**config.mk**
```make
export PLATFORM = sky130hd
export DESIGN_NAME = rs_line_sequencer
export DESIGN_NICKNAME = d
export VERILOG_FILES = /design/src/rtl/rs_seq_pkg.sv /design/src/rtl/rs_phase_ptr.sv /design/src/rtl/rs_top_adjust.sv /design/src/rtl/rs_src_counter.sv /design/src/rtl/rs_line_sequencer.sv
export SDC_FILE = /design/constraint.sdc
export NUM_CORES = 1
export LEC_CHECK = 0
export ABC_AREA = 1
export BUFFER_PORTS_ARGS = -buffer_cell sky130_fd_sc_hd__buf_2
export CAP_MARGIN = 20
export CORE_ASPECT_RATIO = 0.7
export CORE_MARGIN = 10
export CORE_UTILIZATION = 30
export CTS_BUF_LIST = sky130_fd_sc_hd__clkbuf_4
export CTS_CLUSTER_DIAMETER = 80
export DETAILED_ROUTE_END_ITERATION = 12
export PLACE_DENSITY = 0.51
export SLEW_MARGIN = 40
export SYNTH_ARGS = -nofsm -noshare
export SYNTH_HDL_FRONTEND = slang
export SYNTH_SLANG_ARGS = --single-unit
```
**constraint.sdc**
```tcl
create_clock -name clk -period 1.58 [get_ports clk]
set_clock_uncertainty 0.1 [all_clocks]
set_input_delay 0.158 -clock clk [delete_from_list [all_inputs] [get_ports clk]]
set_output_delay 0.158 -clock clk [all_outputs]
set_load 0.01 [all_outputs]
```
**src/rtl/rs_seq_pkg.sv**
```systemverilog
// Package: shared definitions for the multi-raster line sequencer.
// Assumes the pattern cycle length is MIN_CYCLE plus the select code.
package rs_seq_pkg;
    localparam int MIN_CYCLE = 5;

    typedef enum logic [1:0] {
        CYC_5 = 2'd0,
        CYC_6 = 2'd1,
        CYC_7 = 2'd2,
        CYC_8 = 2'd3
    } cyc_sel_e;

    // Reduce a value below 2*len into the range 0..len-1.
    function automatic logic [3:0] wrap_once(input logic [3:0] val, input logic [3:0] len);
        return (val >= len) ? (val - len) : val;
    endfunction
endpackage

```
**src/rtl/rs_phase_ptr.sv**
```systemverilog
// Pattern position register. It clears on frame start and loads a
// correction phase. Otherwise it steps on each active line and wraps
// after len positions. Assumes len >= 1 and that clear wins over load,
// and load wins over step.
module rs_phase_ptr #(
    parameter int PTR_W = 3
) (
    input  logic             clk,
    input  logic             rst_n,
    input  logic             clear,
    input  logic             load,
    input  logic [PTR_W-1:0] load_val,
    input  logic             step,
    input  logic [PTR_W:0]   len,
    output logic [PTR_W-1:0] ptr
);
    logic [PTR_W:0] ptr_inc;

    // Next position if this line steps.
    assign ptr_inc = {1'b0, ptr} + 1'b1;

    // Update the position by priority: clear, then load, then step.
    always_ff @(posedge clk) begin
        if (!rst_n || clear) begin
            ptr <= '0;
        end else if (load) begin
            ptr <= load_val;
        end else if (step) begin
            ptr <= (ptr_inc >= len) ? '0 : ptr_inc[PTR_W-1:0];
        end
    end

    // a plain step always lands inside the selected cycle.
    a_r3_step_in_cycle: assert property (@(posedge clk) disable iff (!rst_n)
        (step && !clear && !load) |=> ({1'b0, ptr} < $past(len)));

    // a clear returns the position to 0.
    a_r6_ptr_clear: assert property (@(posedge clk) disable iff (!rst_n)
        clear |=> (ptr == '0));
endmodule

```
**src/rtl/rs_top_adjust.sv**
```systemverilog
// Blank-line counter for the unused top lines. It reloads from the
// adjust value on frame start and counts down one per line strobe while
// nonzero. blank is high while lines remain.
module rs_top_adjust #(
    parameter int ADJ_W = 8
) (
    input  logic             clk,
    input  logic             rst_n,
    input  logic             reload,
    input  logic [ADJ_W-1:0] adj_val,
    input  logic             line,
    output logic             blank
);
    logic [ADJ_W-1:0] remain;

    // Reload on frame start; otherwise consume one blank line per strobe.
    always_ff @(posedge clk) begin
        if (!rst_n) begin
            remain <= '0;
        end else if (reload) begin
            remain <= adj_val;
        end else if (line && (remain != '0)) begin
            remain <= remain - 1'b1;
        end
    end

    assign blank = (remain != '0);

    // once the blank lines are used up, they stay used until a reload.
    a_r5_no_underflow: assert property (@(posedge clk) disable iff (!rst_n)
        (!blank && !reload) |=> !blank);
endmodule

```
**src/rtl/rs_src_counter.sv**
```systemverilog
// Source line counter. It clears on frame start and otherwise adds one
// when told to, holding at all-ones instead of wrapping.
module rs_src_counter #(
    parameter int SRC_W = 9
) (
    input  logic             clk,
    input  logic             rst_n,
    input  logic             clear,
    input  logic             inc,
    output logic [SRC_W-1:0] count
);
    // Clear, or step with saturation.
    always_ff @(posedge clk) begin
        if (!rst_n || clear) begin
            count <= '0;
        end else if (inc && !(&count)) begin
            count <= count + 1'b1;
        end
    end

    // the counter never wraps from its maximum.
    a_r9_saturate: assert property (@(posedge clk) disable iff (!rst_n)
        ((&count) && !clear) |=> (&count));

    // outside a clear the counter moves by at most one per clock.
    a_r2_single_step: assert property (@(posedge clk) disable iff (!rst_n)
        !clear |=> ((count == $past(count)) || (count == $past(count) + 1'b1)));
endmodule

```
**src/rtl/rs_line_sequencer.sv**
```systemverilog
// Multi-raster line repeat sequencer (top). For every active scanline it
// decides from a rotating pattern whether the source line advances.
// It handles the blank top lines and reloads the pattern phase at the
// start of the lower half of a dual panel. Strobes are one-cycle pulses
// in the clk domain; configuration inputs are assumed quasi-static.
module rs_line_sequencer #(
    parameter int SRC_W = 9,
    parameter int ADJ_W = 8,
    parameter int PTR_W = 3,
    parameter int SEL_W = 2
) (
    input  logic                   clk,
    input  logic                   rst_n,
    input  logic                   line_stb,
    input  logic                   frame_stb,
    input  logic                   lower_stb,
    input  logic                   rep_en,
    input  logic                   dual_mode,
    input  logic [SEL_W-1:0]       cyc_sel,
    input  logic [(1<<PTR_W)-1:0]  pattern,
    input  logic [PTR_W-1:0]       corr,
    input  logic [ADJ_W-1:0]       vadj,
    output logic [SRC_W-1:0]       src_line,
    output logic                   blank
);
    import rs_seq_pkg::*;

    localparam int LEN_W = PTR_W + 1;

    logic [LEN_W-1:0] cyc_len;
    logic [LEN_W-1:0] corr_plus;
    logic [LEN_W-1:0] corr_wrapped;
    logic [PTR_W-1:0] ptr;
    logic             active;
    logic             advance;
    logic             lower_load;

    // Cycle length from the select code.
    assign cyc_len = LEN_W'(MIN_CYCLE) + LEN_W'(cyc_sel);

    // Lower-screen phase: correction plus one, wrapped into the cycle.
    assign corr_plus    = {1'b0, corr} + 1'b1;
    assign corr_wrapped = LEN_W'(wrap_once(4'(corr_plus), 4'(cyc_len)));

    // A line is active when it is not a blank top line and no frame start overrides it.
    assign active     = line_stb && !frame_stb && !blank;
    assign advance    = active && (!rep_en || pattern[ptr]);
    assign lower_load = lower_stb && dual_mode && !frame_stb;

    rs_phase_ptr #(.PTR_W(PTR_W)) u_ptr (
        .clk      (clk),
        .rst_n    (rst_n),
        .clear    (frame_stb),
        .load     (lower_load),
        .load_val (corr_wrapped[PTR_W-1:0]),
        .step     (active),
        .len      (cyc_len),
        .ptr      (ptr)
    );

    rs_top_adjust #(.ADJ_W(ADJ_W)) u_adj (
        .clk     (clk),
        .rst_n   (rst_n),
        .reload  (frame_stb),
        .adj_val (vadj),
        .line    (line_stb),
        .blank   (blank)
    );

    rs_src_counter #(.SRC_W(SRC_W)) u_src (
        .clk   (clk),
        .rst_n (rst_n),
        .clear (frame_stb),
        .inc   (advance),
        .count (src_line)
    );

    // a frame start wins over everything and clears the source line.
    a_r6_frame_clear: assert property (@(posedge clk) disable iff (!rst_n)
        frame_stb |=> (src_line == '0));

    // a blank top line never moves the source line.
    a_r5_blank_holds: assert property (@(posedge clk) disable iff (!rst_n)
        (blank && !frame_stb) |=> $stable(src_line));

    // a lower strobe outside dual mode leaves the position untouched.
    a_r7_single_ignores: assert property (@(posedge clk) disable iff (!rst_n)
        (lower_stb && !dual_mode && !line_stb && !frame_stb) |=> $stable(ptr));

    // a lower-screen load lands inside the cycle.
    a_r7_load_in_cycle: assert property (@(posedge clk) disable iff (!rst_n)
        lower_load |=> ({1'b0, ptr} < $past(cyc_len)));
endmodule

```
==> impl_metrics.prom, run 1 <==
# TYPE chip_impl_metric gauge
chip_impl_metric{name="post_synth_instance_area",unit="µm²"} 1700
chip_impl_metric{name="irDropWorstVdd",unit="µV"} 209
chip_impl_metric{name="grt_first_pass_wirelength",unit="µm"} 8090
chip_impl_metric{name="final_layout_size_suffix_gt1_frac",unit=""} 0.426
chip_impl_metric{name="worst_case_setup_slack_after_placement",unit="ns"} -0.218
chip_impl_metric{name="max_cap_viol_count",unit=""} 0
chip_impl_metric{name="stdcell_count",unit=""} 415
chip_impl_info{name="clockRootBuffer",value="clkbuf_4"} 1
chip_impl_metric{name="syn_avg_cell_area",unit="µm²"} 6.49
chip_impl_metric{name="diodes",unit=""} 0
chip_impl_metric{name="cpPeakStageDelay",unit="ns"} 0.38
chip_impl_metric{name="tritoncts.num_buffers",unit=""} 3
chip_impl_metric{name="number_of_flops_mapped_to_enable_cells_by_yosys",unit=""} 0
chip_impl_metric{name="die-height",unit="µm"} 83.0
chip_impl_info{name="synth.most_common_cell",value="nand2_1"} 1
chip_impl_metric{name="synth.yosys.warnings",unit=""} 0
chip_impl_metric{name="async_reset_ff_frac",unit=""} 0
chip_impl_metric{name="netlist_instances",unit=""} 262
chip_impl_metric{name="worst_rel_slew_slack",unit=""} 0.797
chip_impl_info{name="synthFlopType",value="dfxtp_1"} 1
chip_impl_metric{name="critical_path_peak_fanout",unit=""} 6
chip_impl_metric{name="fmaxAchievable",unit="GHz"} 0.578
chip_impl_metric{name="finalHoldWorstSlack",unit="ns"} 0.0275
chip_impl_metric{name="largest_net_degree_at_the_start_of_global_routing",unit=""} 12
chip_impl_info{name="yosys-top-cells-count",value="71 x nand2_1, 38 x inv_1, 28 x nand3_1"} 1
chip_impl_metric{name="number_of_buffers_added_on_ports",unit=""} 37
chip_impl_metric{name="worst-endpoint-arrival",unit="ns"} 1.84
chip_impl_metric{name="post_route_setup_tns",unit="ns"} -1.14
chip_impl_metric{name="leakagePower",unit="µW"} 0.00127
chip_impl_metric{name="power_per_cell_area",unit="nW/µm²"} 527
chip_impl_info{name="worstSetupPathType",value="reg -> reg"} 1
chip_impl_metric{name="antenna_violations_before_repair",unit=""} 0
chip_impl_metric{name="grt_use_total",unit=""} 0.105
chip_impl_metric{name="area.growth.synth_to_final",unit="%"} 53.0
chip_impl_metric{name="yosysTopAreaCellShare",unit=""} 0.235
chip_impl_metric{name="gpl.final_weighted_congestion",unit=""} 0.855
chip_impl_metric{name="ant_nets",unit=""} 0
chip_impl_info{name="outcome",value="finished with violations"} 1
chip_impl_metric{name="dp.final_hpwl",unit="µm"} 3830
chip_impl_metric{name="crit_required",unit="ns"} 1.69
chip_impl_info{name="synth_area_leader_cell",value="dfxtp_1"} 1
chip_impl_metric{name="postRouteWirelength",unit="µm"} 5110
chip_impl_metric{name="worst-slew-pin-transition",unit="ns"} 0.304
chip_impl_metric{name="placeableCoreArea",unit="µm²"} 5370
chip_impl_info{name="cp-end-kind",value="register"} 1
chip_impl_metric{name="hold_viol_final",unit=""} 0
chip_impl_metric{name="dp.cells",unit=""} 398
chip_impl_metric{name="detailedRoute.firstIterationViolations",unit=""} 62
chip_impl_metric{name="final_period_minus_worst_setup_slack",unit="ns"} 1.73
chip_impl_metric{name="wl_per_cell",unit="µm"} 12.3
chip_impl_info{name="cts_tree",value="built"} 1
chip_impl_metric{name="final.setup.worst_slack",unit="ns"} -0.151
chip_impl_metric{name="synth-seq-area-share",unit=""} 0.235
chip_impl_metric{name="clock_path_buffers",unit=""} 2
chip_impl_metric{name="layout.cell_area.non_filler",unit="µm²"} 2600
chip_impl_metric{name="syn-num-nets",unit=""} 303
chip_impl_metric{name="clock_h_tree_levels",unit=""} 1
chip_impl_metric{name="timing.final.max_slew_violations",unit=""} 0
chip_impl_metric{name="clock_latency",unit="ns"} 0.31
chip_impl_info{name="timing.critical_path.from_type",value="register"} 1
chip_impl_metric{name="synth_cell_type_count",unit=""} 28
chip_impl_info{name="rsz_0062_raised_after_global_routing",value="yes"} 1
chip_impl_info{name="violations",value="setup timing"} 1
chip_impl_info{name="worstPathCellList",value="ha_4 > nand2_4 > nor3_4 > nand2_1 > nor2_2 > ha_4 > nor2_4 > nand2_4 > clkinv_4 > nor2_2 > nor2_1"} 1
chip_impl_metric{name="effective_utilization_at_floorplan",unit=""} 0.317
chip_impl_metric{name="fp-row-count",unit=""} 22
chip_impl_info{name="crit_path_top_delay_cell",value="dfxtp_4"} 1
chip_impl_metric{name="clk_pin_slew_worst_paths",unit="ns"} 0.13
chip_impl_metric{name="remaining_global_route_overflow",unit=""} 0
chip_impl_metric{name="drt_drc_violations_left",unit=""} 0
chip_impl_metric{name="die_area",unit="µm²"} 9130
chip_impl_metric{name="die-width",unit="µm"} 110
chip_impl_metric{name="via_per_inst",unit=""} 4.51
chip_impl_info{name="synth_area_leaders",value="dfxtp_1 24%, nand2_1 16%, ha_1 8.8%"} 1
chip_impl_metric{name="vias",unit=""} 1873
chip_impl_metric{name="cts_num_sinks",unit=""} 20
chip_impl_metric{name="finalSetupViolations",unit=""} 14
chip_impl_metric{name="placedInstanceArea",unit="µm²"} 2230
chip_impl_metric{name="finalNetCount",unit=""} 385
chip_impl_metric{name="final.period_utilization",unit=""} 1.10
chip_impl_info{name="type_of_the_worst_min_delay_path",value="in -> reg"} 1
chip_impl_metric{name="drtPass1Iterations",unit=""} 4
chip_impl_metric{name="io_pins",unit=""} 38
chip_impl_metric{name="yosys_register_bits",unit=""} 20
chip_impl_metric{name="grt_pass1_vias",unit=""} 1685
[cell families after synthesis]
logic type	count (synthesis)	synth area share
buf+inv	44	0.105
compound gates	34	0.105
xor+xnor	7	0.0361
simple gates	144	0.418
flops	20	0.235
fa+ha+maj	13	0.100
[power breakdown]
part	internal, µW	switching, µW
Combinational	260	294
Clock	92.3	173
Sequential	524	27.5
Total	877	495
[routing by layer]
metal	GRT usage	vias up	wire length, µm	share of wire
li1	-	1019	-	-
met1	0.166	811	2680	0.52
met2	0.132	41	2070	0.40
met3	0.0378	2	352	0.069
met4	0.00703	0	7	0.0014
met5	0	-	0	0
[layout by cell type (no fill, tap or decap), types with 4 or more instances in the layout]
master	n
nand2_1	60
buf_2	36
buf_4	35
inv_1	32
nand3_1	27
nor2_1	15
nand4_1	11
dfxtp_1	11
nand2_2	10
o21ai_0	9
a21oi_1	8
a21oi_2	7
ha_4	7
inv_2	6
nor2_4	6
xor2_1	6
nand2_4	5
ha_1	5
dfxtp_4	5
o21ai_1	4
buf_6	4
dfxtp_2	4
[metrics by stage]
stage                     total power, µW   util
after floorplan                       847      -
after detailed placement             1000  0.416
after global routing                 1480  0.485
final                                1370  0.485
after CTS                            1320  0.442
after global placement               1000  0.416
[repair_timing]
action / CTS / global route
hold endpoints to repair: 2 / 0
hold buffers: 2 / 0
endpoints found under the setup margin: 20 / 20
gates cloned: 0 / 1
setup buffers: 3 / 7
pin swaps: 8 / 21
gates resized for setup: 18 / 44
[layout make-up]
cell class	count	area (µm²)
Timing Repair Buffer	80	568
Fill cell	545	2770
Inverter	41	164
Sequential cell	20	424
Multi-Input combinational cell	198	1330
Clock buffer	3	22.5
Clock inverter	1	3.75
Tap cell	72	90.1
[final timing paths]
path | startpoint | to | slack (ns) | depth (start not counted)
max | u_src.count[1]$_SDFFE_PP0P_ | u_src.count[8]$_SDFFE_PP0P_ | -0.15 | 11
min | vadj[5] | u_adj.remain[5]$_SDFFE_PN0P_ | 0.03 | 5
max reg2reg | u_src.count[1]$_SDFFE_PP0P_ | u_src.count[8]$_SDFFE_PP0P_ | -0.15 | 11
min reg2reg | u_adj.remain[4]$_SDFFE_PN0P_ | u_adj.remain[4]$_SDFFE_PN0P_ | 0.42 | 2
[registers in the layout (all words and copies together) (netlist names)]
signal        cells
u_adj.remain      8
u_ptr.ptr         3
u_src.count       9
[critical path, delay by kind of cell (launching register included)]
family	cells	cell delay, ns
and+or+nand+nor	8	0.75
buffers and inverters	1	0.08
DFF	1	0.38
adders and majority gates	2	0.32
No activity file was read; power rests on OpenSTA's default activity.
==> inputs of run 2 (changes only) <==
- PLACE_DENSITY: 0.51 -> 0.49
- clock period: 1.58 -> 1.6 ns (I/O delays scaled with it)
==> run 2 against run 1 <==
  * The run still ends with setup timing left
  * Flip-flop and latch count is the same
  * Global-route usage is 0.15 points lower
  * Clock power grew 61%
  * Cell count is 2.4% lower
  * Worst setup slack better by 0.010 ns
  * Die area unchanged
  * Sequential share of layout area rose by 0.69 points
  * Critical path depth is the same
  * Sequential power down 1%
  * Via count fell by 1.5%
  * Cell area is 4.6% lower
  * Critical path type unchanged
==> impl_metrics.prom, run 2 (synthesized netlist as in run 1, its figures left out) <==
# TYPE chip_impl_metric gauge
chip_impl_metric{name="area.growth.synth_to_final",unit="%"} 45.9
chip_impl_metric{name="diodes",unit=""} 0
chip_impl_metric{name="via_per_inst",unit=""} 4.55
chip_impl_info{name="layout_top_registers",value="u_src.count (9), u_adj.remain (8), u_ptr.ptr (3)"} 1
chip_impl_info{name="layout_common_cells",value="68 x nand2_1, 36 x buf_2, 34 x inv_1"} 1
chip_impl_metric{name="die-height",unit="µm"} 83.0
chip_impl_metric{name="cts_num_sinks",unit=""} 20
chip_impl_info{name="type_of_the_worst_min_delay_path",value="in -> reg"} 1
chip_impl_info{name="worstPathCellList",value="ha_4 > nand2_4 > nor3_4 > nand2_1 > nor2_2 > ha_4 > nor2_4 > nand2_4 > clkinv_4 > nor2_1 > nor2_1"} 1
chip_impl_metric{name="grt_first_pass_wirelength",unit="µm"} 8120
chip_impl_info{name="regMostFlops",value="u_src.count"} 1
chip_impl_info{name="cts_tree",value="built"} 1
chip_impl_metric{name="worst-slew-pin-transition",unit="ns"} 0.335
chip_impl_metric{name="layout.cell_area.non_filler",unit="µm²"} 2480
chip_impl_info{name="outcome",value="finished with violations"} 1
chip_impl_info{name="rsz_0062_raised_after_global_routing",value="yes"} 1
chip_impl_info{name="worstSetupPathType",value="reg -> reg"} 1
chip_impl_info{name="critical-path-top-delay-family",value="simple AND/OR/NAND/NOR gates"} 1
chip_impl_metric{name="worst_rel_slew_slack",unit=""} 0.776
chip_impl_metric{name="clk_pin_slew_worst_paths",unit="ns"} 0.13
chip_impl_metric{name="largest_net_degree_at_the_start_of_global_routing",unit=""} 13
chip_impl_metric{name="remaining_global_route_overflow",unit=""} 0
chip_impl_metric{name="die_area",unit="µm²"} 9130
chip_impl_metric{name="worst-endpoint-arrival",unit="ns"} 1.87
chip_impl_metric{name="max_cap_viol_count",unit=""} 0
chip_impl_metric{name="placedInstanceArea",unit="µm²"} 2180
chip_impl_info{name="mostFrequentLayoutCell",value="nand2_1"} 1
chip_impl_info{name="clockRootBuffer",value="clkbuf_4"} 1
chip_impl_metric{name="ant_nets",unit=""} 0
chip_impl_metric{name="final_layout_size_suffix_gt1_frac",unit=""} 0.363
chip_impl_metric{name="die-width",unit="µm"} 110
chip_impl_metric{name="drtPass1Iterations",unit=""} 4
chip_impl_metric{name="dp.cells",unit=""} 391
chip_impl_metric{name="post_route_setup_tns",unit="ns"} -0.949
chip_impl_metric{name="clock_h_tree_levels",unit=""} 1
chip_impl_metric{name="fp-row-count",unit=""} 22
chip_impl_info{name="worst_setup_path_startpoint",value="u_src.count[1]$_SDFFE_PP0P_"} 1
chip_impl_metric{name="final_period_minus_worst_setup_slack",unit="ns"} 1.74
chip_impl_metric{name="io_pins",unit=""} 38
chip_impl_metric{name="dp.final_hpwl",unit="µm"} 3830
chip_impl_metric{name="vias",unit=""} 1844
chip_impl_metric{name="irDropWorstVdd",unit="µV"} 289
chip_impl_info{name="violations",value="setup timing"} 1
chip_impl_metric{name="power_per_cell_area",unit="nW/µm²"} 588
chip_impl_metric{name="cp.buffers_inverters",unit=""} 1
chip_impl_metric{name="timing.final.max_slew_violations",unit=""} 0
chip_impl_metric{name="finalNetCount",unit=""} 375
chip_impl_metric{name="stdcell_count",unit=""} 405
chip_impl_info{name="timing.critical_path.from_type",value="register"} 1
chip_impl_metric{name="finalHoldWorstSlack",unit="ns"} 0.0323
chip_impl_metric{name="finalSetupViolations",unit=""} 11
chip_impl_info{name="timing.hold.worst.start",value="vadj[4]"} 1
chip_impl_metric{name="fmaxAchievable",unit="GHz"} 0.574
chip_impl_metric{name="leakagePower",unit="µW"} 0.00121
chip_impl_metric{name="critical_path_peak_fanout",unit=""} 6
chip_impl_metric{name="wl_per_cell",unit="µm"} 12.2
chip_impl_metric{name="clock_path_buffers",unit=""} 2
chip_impl_metric{name="number_of_buffers_added_on_ports",unit=""} 37
chip_impl_metric{name="effective_utilization_at_floorplan",unit=""} 0.317
chip_impl_info{name="regToRegStartpoint",value="u_src.count[1]$_SDFFE_PP0P_"} 1
chip_impl_metric{name="grt_use_total",unit=""} 0.104
chip_impl_metric{name="final.period_utilization",unit=""} 1.09
chip_impl_info{name="crit_path_top_delay_cell",value="dfxtp_4"} 1
chip_impl_metric{name="detailedRoute.firstIterationViolations",unit=""} 89
chip_impl_metric{name="hold_viol_final",unit=""} 0
chip_impl_metric{name="placeableCoreArea",unit="µm²"} 5370
chip_impl_metric{name="antenna_violations_before_repair",unit=""} 0
chip_impl_metric{name="clock_latency",unit="ns"} 0.31
chip_impl_metric{name="largest_register_ff_count",unit=""} 9
chip_impl_metric{name="crit_required",unit="ns"} 1.73
chip_impl_metric{name="gpl.final_weighted_congestion",unit=""} 0.856
chip_impl_metric{name="grt_pass1_vias",unit=""} 1723
chip_impl_info{name="cp-end-kind",value="register"} 1
chip_impl_metric{name="tritoncts.num_buffers",unit=""} 3
chip_impl_metric{name="postRouteWirelength",unit="µm"} 4930
chip_impl_metric{name="cpPeakStageDelay",unit="ns"} 0.38
chip_impl_metric{name="drt_drc_violations_left",unit=""} 0
chip_impl_metric{name="worst_case_setup_slack_after_placement",unit="ns"} -0.270
chip_impl_metric{name="final.setup.worst_slack",unit="ns"} -0.141
[run 2: changes by cell type in the layout (fill, tap and decap cells not counted), moves of 3 or more]
cell / delta
a21oi_2: -3
buf_4: -7
nand2_2: -7
nand2_1: +8
a21oi_1: +3
[run 2: layout make-up]
class                      count  area, µm²
fill                         582       2890
multi-input combinational    198       1280
tap                           72       90.1
timing repair buffer          70        473
inverter                      41        161
clock inverter                 1       30.0
clock buffer                   3       22.5
sequential                    20        422
[run 2: tightest hold or removal path: stages]
cell,delay (ns)
buf_2,0.08
a22oi_1,0.07
a21oi_1,0.11
[run 2: final timing paths]
path / endpoint / slack (ns) / cells after the start
hold / removal: u_adj.remain[4]$_SDFFE_PN0P_ / 0.03 / 3
hold reg to reg: u_adj.remain[0]$_SDFFE_PN0P_ / 0.40 / 2
setup / recovery: u_src.count[8]$_SDFFE_PP0P_ / -0.14 / 11
setup reg to reg: u_src.count[8]$_SDFFE_PP0P_ / -0.14 / 11
[run 2: per-layer routing]
layer,share of wire,global-route usage,vias to the layer above
met1,0.53,0.157,803
met4,0.0014,0.00351,0
li1,-,-,1001
met2,0.40,0.140,38
met5,0,0,-
met3,0.064,0.0386,2
[run 2: power by group]
group | internal, µW | switching, µW | total (µW) | leakage (µW)
combinational | 217 | 267 | 484 | 0.00102
clock | 253 | 176 | 429 | 0.0000279
sequential | 519 | 26.4 | 545 | 0.000168
[run 2: repair_timing]
item                       in CTS  in global routing
pin swaps                       2                 18
setup buffers                   1                  6
setup endpoints to repair      14                 18
resized for setup              10                 31
hold endpoints to repair        2                  0
gates cloned                    0                  1
hold buffers                    2                  0
[run 2: stage by stage]
| step | power (µW) | util |
|---|---|---|
| global route | 1570 | 0.462 |
| detailed placement | 971 | 0.405 |
| finish | 1460 | 0.462 |
| floorplan | 835 | - |
| CTS | 1420 | 0.427 |
| global placement | 974 | 0.405 |
==> inputs of run 3 (changes only) <==
- CORE_ASPECT_RATIO: 0.7 -> unset
==> run 3 against run 2 <==
  * The run still ends with setup timing left
  * Non-clock buffer count increased by 1
  * Power shrank 10%
  * Combinational power decreased by 3%
==> impl_metrics.prom, run 3 (synthesized netlist as in run 1, its figures left out) <==
# TYPE chip_impl_metric gauge
chip_impl_info{name="outcome",value="finished with violations"} 1
chip_impl_info{name="violations",value="setup timing"} 1
chip_impl_metric{name="final.setup.worst_slack",unit="ns"} -0.0564
chip_impl_metric{name="gpl.final_weighted_congestion",unit=""} 0.834
chip_impl_metric{name="via_per_inst",unit=""} 4.56
chip_impl_info{name="cts_tree",value="built"} 1
chip_impl_metric{name="die-width",unit="µm"} 95.3
chip_impl_metric{name="leakagePower",unit="µW"} 0.00119
chip_impl_info{name="regMostFlops",value="u_src.count"} 1
chip_impl_metric{name="vias",unit=""} 1851
chip_impl_info{name="hold_end",value="u_adj.remain[0]$_SDFFE_PN0P_"} 1
chip_impl_info{name="rsz_0062_raised_after_global_routing",value="yes"} 1
chip_impl_metric{name="largest_net_degree_at_the_start_of_global_routing",unit=""} 12
chip_impl_metric{name="remaining_global_route_overflow",unit=""} 0
chip_impl_metric{name="clock_latency",unit="ns"} 0.31
chip_impl_metric{name="ant_nets",unit=""} 0
chip_impl_info{name="type_of_the_worst_min_delay_path",value="in -> reg"} 1
chip_impl_info{name="regToRegStartpoint",value="u_src.count[0]$_SDFFE_PP0P_"} 1
chip_impl_metric{name="worst_rel_slew_slack",unit=""} 0.810
chip_impl_metric{name="crit_required",unit="ns"} 1.72
chip_impl_metric{name="diodes",unit=""} 0
chip_impl_metric{name="clk_pin_slew_worst_paths",unit="ns"} 0.13
chip_impl_metric{name="timing.reg2reg.worst_path_depth",unit=""} 11
chip_impl_metric{name="finalSetupViolations",unit=""} 8
chip_impl_metric{name="cpPeakStageDelay",unit="ns"} 0.38
chip_impl_metric{name="grt_first_pass_wirelength",unit="µm"} 7820
chip_impl_metric{name="worst-slew-pin-transition",unit="ns"} 0.284
chip_impl_info{name="worstPathCellList",value="ha_4 > nand2_4 > nor3_4 > nand2_1 > nor2_2 > ha_2 > nor2_4 > nand2_4 > clkinv_4 > nor2_2 > nor2_1"} 1
chip_impl_metric{name="io_pins",unit=""} 38
chip_impl_metric{name="clock_path_buffers",unit=""} 2
chip_impl_metric{name="effective_utilization_at_floorplan",unit=""} 0.309
chip_impl_metric{name="fmaxAchievable",unit="GHz"} 0.604
chip_impl_metric{name="post_route_setup_tns",unit="ns"} -0.311
chip_impl_metric{name="holdBufCountCts",unit=""} 0
chip_impl_metric{name="cts_num_sinks",unit=""} 20
chip_impl_metric{name="postRouteWirelength",unit="µm"} 4820
chip_impl_metric{name="area.growth.synth_to_final",unit="%"} 41.3
chip_impl_metric{name="wl_per_cell",unit="µm"} 11.9
chip_impl_metric{name="die-height",unit="µm"} 95.3
chip_impl_info{name="capture_instance_of_the_worst_register_to_register_path",value="u_src.count[1]$_SDFFE_PP0P_"} 1
chip_impl_metric{name="worst_case_setup_slack_after_placement",unit="ns"} -0.231
chip_impl_metric{name="grt_pass1_vias",unit=""} 1802
chip_impl_metric{name="power",unit="µW"} 1310
chip_impl_metric{name="final_period_minus_worst_setup_slack",unit="ns"} 1.66
chip_impl_metric{name="critical_path_peak_fanout",unit=""} 6
chip_impl_info{name="mostFrequentLayoutCell",value="nand2_1"} 1
chip_impl_metric{name="setup_slack_of_the_most_critical_reg_to_reg_path",unit="ns"} -0.06
chip_impl_metric{name="hold_depth",unit=""} 3
chip_impl_metric{name="fp-row-count",unit=""} 27
chip_impl_metric{name="drtPass1Iterations",unit=""} 4
chip_impl_metric{name="grt_use_total",unit=""} 0.104
chip_impl_info{name="crit_path_top_delay_cell",value="dfxtp_4"} 1
chip_impl_metric{name="hold_viol_final",unit=""} 0
chip_impl_info{name="timing.critical_path.from_type",value="register"} 1
chip_impl_info{name="clockRootBuffer",value="clkbuf_4"} 1
chip_impl_metric{name="number_of_buffers_added_on_ports",unit=""} 37
chip_impl_metric{name="tritoncts.num_buffers",unit=""} 3
chip_impl_info{name="layout_common_cells",value="68 x nand2_1, 37 x buf_2, 33 x buf_4"} 1
chip_impl_metric{name="detailedRoute.firstIterationViolations",unit=""} 41
chip_impl_metric{name="antenna_violations_before_repair",unit=""} 0
chip_impl_metric{name="final_layout_size_suffix_gt1_frac",unit=""} 0.371
chip_impl_metric{name="largest_register_ff_count",unit=""} 9
chip_impl_info{name="timing.hold.worst.start",value="vadj[0]"} 1
chip_impl_metric{name="placeableCoreArea",unit="µm²"} 5510
chip_impl_metric{name="drt_drc_violations_left",unit=""} 0
chip_impl_metric{name="timing.final.max_slew_violations",unit=""} 0
chip_impl_metric{name="die_area",unit="µm²"} 9080
chip_impl_metric{name="final.period_utilization",unit=""} 1.04
chip_impl_info{name="worstSetupPathType",value="reg -> reg"} 1
chip_impl_metric{name="worst-endpoint-arrival",unit="ns"} 1.77
chip_impl_info{name="layout_top_registers",value="u_src.count (9), u_adj.remain (8), u_ptr.ptr (3)"} 1
chip_impl_metric{name="irDropWorstVdd",unit="µV"} 348
chip_impl_info{name="cp-end-kind",value="register"} 1
chip_impl_metric{name="power_per_cell_area",unit="nW/µm²"} 544
chip_impl_metric{name="clock_h_tree_levels",unit=""} 1
chip_impl_metric{name="max_cap_viol_count",unit=""} 0
chip_impl_metric{name="finalNetCount",unit=""} 376
chip_impl_metric{name="dp.final_hpwl",unit="µm"} 3750
run 3: cell count changes in the layout (fill, tap and decap cells not counted), moves of 2 or more:
cell	before	now
inv_1	34	32
buf_4	28	33
o21ai_0	11	13
dlygate4sd3_1	2	0
inv_2	5	8
o21ai_1	4	2
run 3: area by class of cell:
type / instances / area (µm²)
fill: 615 / 3100
multi-input combinational: 198 / 1260
timing repair buffer: 71 / 444
sequential: 20 / 420
inverter: 41 / 159
tap: 72 / 90.1
clock buffer: 4 / 30.0
run 3: worst max-delay path by stage:
stage / slack, ns / startpoint / end
2_1_floorplan: -0.04 / u_src.count[0]$_SDFFE_PP0P_ / u_src.count[8]$_SDFFE_PP0P_
3_3_place_gp: -0.20 / cyc_sel[0] / u_ptr.ptr[2]$_SDFFE_PP0P_
3_5_place_dp: -0.23 / cyc_sel[0] / u_ptr.ptr[1]$_SDFFE_PP0P_
4_1_cts: -0.06 / u_src.count[0]$_SDFFE_PP0P_ / u_src.count[1]$_SDFFE_PP0P_
5_1_grt: -0.16 / u_src.count[0]$_SDFFE_PP0P_ / u_src.count[8]$_SDFFE_PP0P_
6_report: -0.06 / u_src.count[0]$_SDFFE_PP0P_ / u_src.count[1]$_SDFFE_PP0P_
run 3: through the flow:
stage | std cells | hold slack (ns) | instance area (µm²) | util
2_1_floorplan | 262 | 0.184 | 1750 | -
3_3_place_gp | 395 | 0.346 | 2210 | 0.401
3_5_place_dp | 395 | 0.348 | 2210 | 0.401
4_1_cts | 400 | 0.00537 | 2260 | 0.411
5_1_grt | 406 | 0.0125 | 2400 | 0.436
6_report | 406 | 0.00795 | 2400 | 0.436
run 3: layer usage:
layer | routed length, µm | global-route usage | vias up
met5 | 0 | 0 | -
met4 | 15 | 0.0112 | 0
met3 | 284 | 0.0353 | 2
met2 | 2320 | 0.184 | 25
met1 | 2210 | 0.122 | 830
li1 | - | - | 994
run 3: timing repair:
action / in CTS / in global routing
resized for setup: 5 / 28
pin swaps: 5 / 12
setup buffers: 1 / 6
endpoints found under the setup margin: 13 / 17
cloned: 0 / 0
run 3: report_power, final:
part	total, µW	switching [µW]	internal (µW)
clock network	289	175	114
logic	471	260	211
registers	545	28.0	517
run 3: worst max-delay path, delay by kind of cell (launching register included):
family	cells	cell delay [ns]
adders and majority gates	2	0.37
and+or+nand+nor	8	0.65
buffers and inverters	1	0.07
DFF	1	0.38
